### config.mk
export PLATFORM = sky130hd
export DESIGN_NAME = evt_irq_merge
export DESIGN_NICKNAME = d
export VERILOG_FILES = /design/src/rtl/evt_irq_pkg.sv /design/src/rtl/evt_irq_regs.sv /design/src/rtl/evt_irq_detect.sv /design/src/rtl/evt_irq_cell.sv /design/src/rtl/evt_irq_merge.sv
export SDC_FILE = /design/constraint.sdc
export NUM_CORES = 1
export LEC_CHECK = 0
export ABC_AREA = 1
export ABC_CLOCK_PERIOD_IN_PS = 950
export BUFFER_PORTS_ARGS = -buffer_cell sky130_fd_sc_hd__buf_2
export CORE_AREA = 4 4 41 43
export DETAILED_ROUTE_END_ITERATION = 12
export DIE_AREA = 0 0 45 47
export PLACE_DENSITY = 0.78
export RECOVER_POWER = 25
export SLEW_MARGIN = 20
export SYNTH_ARGS = -nofsm -noshare
export SYNTH_HDL_FRONTEND = slang
export SYNTH_SLANG_ARGS = --single-unit
### constraint.sdc
create_clock -name clk -period 0.95 [get_ports clk]
set_input_delay 0.19 -clock clk [delete_from_list [all_inputs] [get_ports clk]]
set_output_delay 0.19 -clock clk [all_outputs]
set_load 0.1 [all_outputs]
### src/rtl/evt_irq_pkg.sv
package evt_irq_pkg;

    localparam int NUM_SRC = 3;

    typedef enum int unsigned {
        SRC_LINK  = 0,
        SRC_ROLL  = 1,
        SRC_TXERR = 2
    } src_e;

    // Enable bits; packed order matches the enable register layout (bit 0 = link)
    typedef struct packed {
        logic txerr_en;
        logic roll_en;
        logic link_en;
    } en_t;

    typedef struct packed {
        logic [NUM_SRC-1:0] set;
        logic [NUM_SRC-1:0] ack;
    } evt_bus_t;

    function automatic logic [NUM_SRC-1:0] en_vec(en_t e);
        return {e.txerr_en, e.roll_en, e.link_en};
    endfunction

    function automatic logic any_live(logic [NUM_SRC-1:0] p, en_t e);
        return |(p & en_vec(e));
    endfunction

endpackage

### src/rtl/evt_irq_regs.sv
module evt_irq_regs
    import evt_irq_pkg::*;
#(
    parameter int ADDR_W  = 2,
    parameter int DATA_W  = 8,
    parameter int EN_ADDR = 0,
    parameter int TX_ADDR = 1
) (
    input  logic              clk,
    input  logic              rst,
    input  logic              reg_wr,
    input  logic [ADDR_W-1:0] reg_addr,
    input  logic [DATA_W-1:0] reg_wdata,
    input  logic              tx_halt,
    output en_t               en,
    output logic              tx_on,
    output logic              link_ack,
    output logic              txerr_ack,
    output logic [DATA_W-1:0] reg_rdata
);

    localparam logic [ADDR_W-1:0] EN_A = ADDR_W'(EN_ADDR);
    localparam logic [ADDR_W-1:0] TX_A = ADDR_W'(TX_ADDR);

    logic wr_en_reg;
    logic wr_tx_reg;

    assign wr_en_reg = reg_wr && (reg_addr == EN_A);
    assign wr_tx_reg = reg_wr && (reg_addr == TX_A);

    always_ff @(posedge clk) begin
        if (rst) begin
            en    <= '0;
            tx_on <= 1'b0;
        end else begin
            if (wr_en_reg)
                en <= en_t'(reg_wdata[NUM_SRC-1:0]);
            if (tx_halt)
                tx_on <= 1'b0;
            else if (wr_tx_reg)
                tx_on <= reg_wdata[0];
        end
    end

    assign link_ack  = wr_en_reg && !reg_wdata[SRC_LINK];
    assign txerr_ack = (wr_en_reg && !reg_wdata[SRC_TXERR]) ||
                       (wr_tx_reg && reg_wdata[0]);

    always_comb begin
        reg_rdata = '0;
        if (reg_addr == EN_A)
            reg_rdata[NUM_SRC-1:0] = en_vec(en);
        else if (reg_addr == TX_A)
            reg_rdata[0] = tx_on;
    end

    assert_halt_wins_R8: assert property (@(posedge clk) disable iff (rst)
        tx_halt |=> !tx_on);

    assert_tx_write_R10: assert property (@(posedge clk) disable iff (rst)
        (wr_tx_reg && reg_wdata[0] && !tx_halt) |=> tx_on);

endmodule

### src/rtl/evt_irq_detect.sv
module evt_irq_detect
    import evt_irq_pkg::*;
(
    input  logic               clk,
    input  logic               rst,
    input  logic               link_ok,
    input  logic               cnt_roll,
    input  logic               tx_halt,
    input  logic               tx_succ,
    input  logic               tx_on,
    output logic [NUM_SRC-1:0] evt
);

    logic link_prev;
    logic primed;

    always_ff @(posedge clk) begin
        if (rst) begin
            link_prev <= 1'b0;
            primed    <= 1'b0;
        end else begin
            link_prev <= link_ok;
            primed    <= 1'b1;
        end
    end

    always_comb begin
        evt            = '0;
        evt[SRC_LINK]  = primed && (link_ok != link_prev);
        evt[SRC_ROLL]  = cnt_roll;
        evt[SRC_TXERR] = tx_halt && tx_on && !tx_succ;
    end

endmodule

### src/rtl/evt_irq_cell.sv
module evt_irq_cell (
    input  logic clk,
    input  logic rst,
    input  logic set,
    input  logic ack,
    output logic pend
);

    always_ff @(posedge clk) begin
        if (rst)
            pend <= 1'b0;
        else if (set)
            pend <= 1'b1;
        else if (ack)
            pend <= 1'b0;
    end

    assert_event_wins_R8: assert property (@(posedge clk) disable iff (rst)
        set |=> pend);

    assert_ack_clears_R3: assert property (@(posedge clk) disable iff (rst)
        (ack && !set) |=> !pend);

endmodule

### src/rtl/evt_irq_merge.sv
module evt_irq_merge
    import evt_irq_pkg::*;
#(
    parameter int ADDR_W  = 2,
    parameter int DATA_W  = 8,
    parameter int EN_ADDR = 0,
    parameter int TX_ADDR = 1
) (
    input  logic              clk,
    input  logic              rst,
    input  logic              link_ok,
    input  logic              cnt_roll,
    input  logic              tx_halt,
    input  logic              tx_succ,
    input  logic              cnt_rd,
    input  logic              reg_wr,
    input  logic [ADDR_W-1:0] reg_addr,
    input  logic [DATA_W-1:0] reg_wdata,
    output logic [DATA_W-1:0] reg_rdata,
    output logic              tx_enable,
    output logic [2:0]        pend,
    output logic              irq
);

    en_t                en;
    logic               tx_on;
    logic               link_ack;
    logic               txerr_ack;
    logic [NUM_SRC-1:0] evt;
    evt_bus_t           bus;
    logic [NUM_SRC-1:0] pend_q;
    logic               irq_q;

    evt_irq_regs #(
        .ADDR_W (ADDR_W),
        .DATA_W (DATA_W),
        .EN_ADDR(EN_ADDR),
        .TX_ADDR(TX_ADDR)
    ) u_regs (
        .clk      (clk),
        .rst      (rst),
        .reg_wr   (reg_wr),
        .reg_addr (reg_addr),
        .reg_wdata(reg_wdata),
        .tx_halt  (tx_halt),
        .en       (en),
        .tx_on    (tx_on),
        .link_ack (link_ack),
        .txerr_ack(txerr_ack),
        .reg_rdata(reg_rdata)
    );

    evt_irq_detect u_det (
        .clk     (clk),
        .rst     (rst),
        .link_ok (link_ok),
        .cnt_roll(cnt_roll),
        .tx_halt (tx_halt),
        .tx_succ (tx_succ),
        .tx_on   (tx_on),
        .evt     (evt)
    );

    always_comb begin
        bus.set             = evt;
        bus.ack             = '0;
        bus.ack[SRC_LINK]   = link_ack;
        bus.ack[SRC_ROLL]   = cnt_rd;
        bus.ack[SRC_TXERR]  = txerr_ack;
    end

    for (genvar i = 0; i < NUM_SRC; i++) begin : g_cell
        evt_irq_cell u_cell (
            .clk (clk),
            .rst (rst),
            .set (bus.set[i]),
            .ack (bus.ack[i]),
            .pend(pend_q[i])
        );
    end

    always_ff @(posedge clk) begin
        if (rst)
            irq_q <= 1'b0;
        else
            irq_q <= any_live(pend_q, en);
    end

    assign pend      = pend_q;
    assign irq       = irq_q;
    assign tx_enable = tx_on;

    assert_txerr_sets_R4: assert property (@(posedge clk) disable iff (rst)
        (tx_halt && tx_enable && !tx_succ) |=> pend[SRC_TXERR]);

    assert_masked_R9: assert property (@(posedge clk) disable iff (rst)
        ((pend & en_vec(en)) == '0) |=> !irq);

    assert_irq_has_cause_R7: assert property (@(posedge clk) disable iff (rst)
        irq |-> $past(pend != '0));

endmodule

Yosys cells after proc, flatten, opt, wreduce, memory -nomap -nowiden
Cells that the tools add are included.
{"block": "totals", "reg_bits": 10, "word_cells": 41}
{"block": "classes", "eq_ne": 2, "muxes": 10, "bitwise": 1, "n_reduce_logical": 18}
{"cell": "1-bit 2-to-1 mux", "n": 9}
{"cell": "1-bit logical AND", "n": 8}
{"cell": "2-bit nonzero test", "n": 3}
{"cell": "3-bit AND", "n": 1}
{"cell": "1-bit logical NOT", "n": 3}
{"cell": "3-bit OR reduction", "n": 1}
{"cell": "2-bit by 1-bit equality test with 1-bit output, second input constant", "n": 1}
{"cell": "2-bit logical NOT", "n": 1}
{"cell": "2-bit 2-to-1 mux", "n": 1}
{"cell": "2-bit OR reduction", "n": 1}
{"cell": "1-bit logical OR", "n": 1}
{"cell": "1-bit != test", "n": 1}

Longest topological paths before layout
{"block": "logic_depth", "word_depth": 6, "ltp_mapped": 6, "ltp_nobuf": 6}

Cells and area by module
From an unflattened synthesis, not the netlist that was laid out.
{"block": "hier_totals", "cells_unflattened": 81, "hier_area_um2": 533.0}
{"module": "evt_irq_regs", "n_inst": 1, "cells_each": 46, "area_per_inst_um2": 281.5, "seq_area_each_um2": 80.1}
{"module": "evt_irq_cell", "n_inst": 3, "cells_each": 5, "area_per_inst_um2": 40.0, "seq_area_each_um2": 20.0}
{"module": "evt_irq_detect", "n_inst": 1, "cells_each": 12, "area_per_inst_um2": 83.8, "seq_area_each_um2": 40.0}
{"module": "evt_irq_merge", "n_inst": 1, "cells_each": 8, "area_per_inst_um2": 47.5, "seq_area_each_um2": 20.0}

Least setup slack after synthesis
No wires, ideal clock.
{"block": "synth_path", "kind": "flip-flop to output port", "from": "register u_regs.tx_on", "to": "output reg_rdata[0]", "arrival_ps": 1796, "required_ps": 760, "path_slack_ps": -1036, "path_stages_with_launch": 3, "cell_sequence": "dfxtp_1 > nand3_1 > nand2_1"}
{"block": "synth_between", "elab_chain_len": 2}
{"item": "start: declaration", "line_no": "evt_irq_regs.sv:16", "rtl": "output logic tx_on,"}
{"item": "start signal: assignment", "line_no": "evt_irq_regs.sv:41", "rtl": "tx_on <= reg_wdata[0];"}
{"item": "1-bit 2-to-1 mux", "line_no": "evt_irq_regs.sv:53", "rtl": "else if (reg_addr == TX_A)"}
{"item": "1-bit 2-to-1 mux", "line_no": "evt_irq_regs.sv:51", "rtl": "if (reg_addr == EN_A)"}
{"item": "end: declaration", "line_no": "evt_irq_merge.sv:19", "rtl": "output logic [DATA_W-1:0] reg_rdata,"}
No other way between the ends.

Worst setup path after layout
Same ends and word-level chain as after synthesis.

==> reports/summary.log <==
qor: placed_design.gp_routability_congestion 0.788
qor: synth.largest_cells_by_area_after_synthesis sky130_fd_sc_hd__dfxtp_1, sky130_fd_sc_hd__buf_4, sky130_fd_sc_hd__nand2_1
qor: worst_setup_path.worst-path-max-fanout 2
qor: sta.final.hold.worst_slack 0.139 ns
qor: synth.yosys.area_share.simple 0.281
qor: routing.drt_first_pass_iters 4
qor: routing.final_antenna_net_count 0
qor: routing.drt_drc_violations_left 0
qor: synth.synth.largest_area_cell sky130_fd_sc_hd__dfxtp_1
qor: synth.netlist_area 490 µm²
qor: grt.grt_pass1_wl 1870 µm
qor: cts.holdBufCountCts 0
qor: grt.grt_pass1_vias 426
qor: power.p_per_area 1300 nW/µm²
qor: cts.cts-htree-levels 1
qor: cts.cts-root-to-sink-buffers 2
qor: placed_design.cell_count_post_placement 104
qor: synth.number_of_synthesized_register_bits 10
qor: grt.pin_count_of_the_biggest_net_entering_global_routing 7
qor: synth.yosysTopAreaCellShare 0.408
qor: sta.finalClockSkew 0.00941 ns
qor: floorplanning.dieHeight 47 µm
qor: floorplanning.total_number_of_placement_rows 13
qor: routing.detail_route.wl_per_cell 10.5 µm
qor: routing.routed_via_density 4.50
qor: job.drv.max_cap_violation_count 0
qor: grt.global_route.usage.total 0.129
qor: finish.drive_above_1_share 0.552
qor: finish.areaGrowthSynthToFinish 71.9%
qor: finish.n_antenna_cell 0
qor: floorplanning.starting_density 0.377
qor: synth.synth.area.mux_share 0
qor: synth.synth_compound_gate_area_share 0.0791
qor: worst_setup_path.critPathCaptureType primary output
qor: worst_hold_path.min-delay-path-class in -> reg
qor: synth.portion_of_the_post_synthesis_area_used_by_sequential_elements 0.408
qor: outcome.failed_checks setup timing
qor: sta.timing.final.max_slew_violations 0
qor: floorplanning.ios 31
qor: outcome.outcome complete, but fails checks
qor: finish.number_of_fill_cells 102
qor: finish.finalNonFillerCells 111
qor: sta.max_freq 879 MHz
qor: cts.clock-sinks 10
qor: synth.synth-xor-area-share 0.0179
qor: grt.antenna_violations_before_repair 0
qor: sta.final.setup.worst_slack -0.188 ns
qor: synth.synthesis.area_per_instance 7.21 µm²
qor: cts.clockRootBuffer sky130_fd_sc_hd__clkbuf_4
qor: power.peakVddDrop 0.000709 V
qor: worst_setup_path.critical_path_class reg -> out
qor: placed_design.dp_hpwl 900 µm
qor: floorplanning.die_width 45 µm
qor: sta.timing_hold_violations_final 0
qor: worst_setup_path.worstPathArrival 0.95 ns
qor: synth.synth_top_family_by_area simple AND/OR/NAND/NOR gates
qor: cts.worst_setup_hold_path_clk_slew 0.07 ns
qor: worst_setup_path.critical_path.startpoint_type register
qor: floorplanning.die_area 2120 µm²
qor: sta.setup_violations 7
qor: synth.synth_adder_area_share 0
qor: synth.number_of_distinct_standard_cells_referenced_by_the_synthesized_netlist 17
qor: cts.cts_buffers 3
qor: routing.drtIter0Drc 8
qor: cts.worstSkewPairLatency 0.26 ns
qor: sta.rsz0062_at_grt yes
qor: routing.route.vias.total 499
qor: sta.fin_crit_sh 1.20
qor: finish.leading_cell_type_in_the_layout_fill_and_taps_excluded sky130_fd_sc_hd__buf_2
qor: worst_setup_path.depth_of_the_worst_register_to_register_path 5
qor: cts.tritoncts_clock_tree built
qor: finish.final_cell_mix sky130_fd_sc_hd__buf_2, sky130_fd_sc_hd__nand2_1, sky130_fd_sc_hd__buf_12, sky130_fd_sc_hd__buf_4, sky130_fd_sc_hd__inv_1
qor: sta.final.min_clock_period 1.14 ns
qor: worst_setup_path.cp_data_required_time 0.76 ns
qor: power.leakagePower 0.408 nW
qor: finish.final_nets 115
qor: placed_design.place.port_buffers 20
qor: synth.synth-warning-count 0
qor: placed_design.worst_setup_slack_after_placement -0.110 ns
qor: synth.syn-instance-count 68
qor: grt.overflow 0
qor: floorplanning.core_region_area 1300 µm²
qor: worst_hold_path.holdPathStages 3
qor: routing.wl 1160 µm
qor: power.power.total 0.00110 W
## worst max-delay path, stage by stage, from the launching register on
cell                      delay (ns)
sky130_fd_sc_hd__dfxtp_4        0.36
sky130_fd_sc_hd__nand3_4        0.09
sky130_fd_sc_hd__nand2_8        0.07
sky130_fd_sc_hd__buf_12         0.16
## power by group
group | total [W] | switching, W | internal (W)
clock network | 0.000299 | 0.000137 | 0.000162
logic | 0.000346 | 0.000241 | 0.000105
registers | 0.000451 | 0.0000145 | 0.000437
## per-layer routing
layer | share of wire | global-route usage | vias up
met5 | 0 | 0 | -
met4 | 0.016 | 0.0877 | 0
met3 | 0.069 | 0.0383 | 4
met2 | 0.55 | 0.229 | 17
met1 | 0.36 | 0.132 | 223
li1 | - | - | 255
## flip-flops by register name, summed over array words and instances, names as in the netlist
register            flops
u_regs.en               3
u_det.primed            1
irq                     1
g_cell.u_cell.pend      3
u_det.link_prev         1
u_regs.tx_on            1
## logic make-up (layout without fill, tap and decap cells)
kind of cell           count (synthesis)  after routing
AND/OR/NAND/NOR                       30             30
buffers and inverters                 19             43
flip-flops                            10             10
AO/OA/AOI/OAI                          7              7
other                                  1              5
XOR/XNOR                               1              1
## layout make-up
| cell class | instances | area (µm²) | area share |
|---|---|---|---|
| repair buffers | 28 | 279 | 0.331 |
| multi-input cells | 43 | 260 | 0.309 |
| flip-flops and latches | 10 | 215 | 0.255 |
| clock buffers | 4 | 26.3 | 0.0312 |
| inverters | 11 | 43.8 | 0.0519 |
| well taps | 15 | 18.8 | 0.0223 |
## path summary, 6_finish.rpt
| kind | startpoint | endpoint | slack [ns] |
|---|---|---|---|
| setup / recovery | u_regs.tx_on | reg_rdata[0] | -0.19 |
| hold / removal | cnt_roll | g_cell[1].u_cell.pend | 0.14 |
| setup reg to reg | u_regs.en[0] | irq | 0.14 |
| hold reg to reg | u_det.primed | g_cell[0].u_cell.pend | 0.47 |
## Yosys cell counts
cell type and n:
sky130_fd_sc_hd__o21ai_1 1, sky130_fd_sc_hd__nand3_1 5, sky130_fd_sc_hd__inv_2 1, sky130_fd_sc_hd__nand4_1 1, sky130_fd_sc_hd__nand3b_1 1, sky130_fd_sc_hd__nor2_2 1, sky130_fd_sc_hd__nand2_2 3, sky130_fd_sc_hd__nor2_1 7
sky130_fd_sc_hd__a21oi_1 5, sky130_fd_sc_hd__inv_1 10, sky130_fd_sc_hd__nand2_1 11, sky130_fd_sc_hd__dfxtp_1 10, sky130_fd_sc_hd__conb_1 1, sky130_fd_sc_hd__buf_4 8, sky130_fd_sc_hd__a21oi_2 1, sky130_fd_sc_hd__xor2_1 1
sky130_fd_sc_hd__or2_2 1
## stage by stage
| stage | TNS [ns] | cell area, µm² | util |
|---|---|---|---|
| floorplan | -0.256 | 557 | - |
| global placement | -0.0976 | 773 | 0.594 |
| detailed placement | -0.113 | 773 | 0.594 |
| CTS | -0.776 | 837 | 0.643 |
| global route | -0.978 | 843 | 0.648 |
| finish | -0.740 | 843 | 0.648 |
## what timing repair did
item,4_1_cts,5_1_grt
setup endpoints to repair,8,8
setup buffers,2,1
cloned,0,0
pin swaps,1,0
resized for setup,8,0
Note: power is estimated with default switching activity, not from simulation.
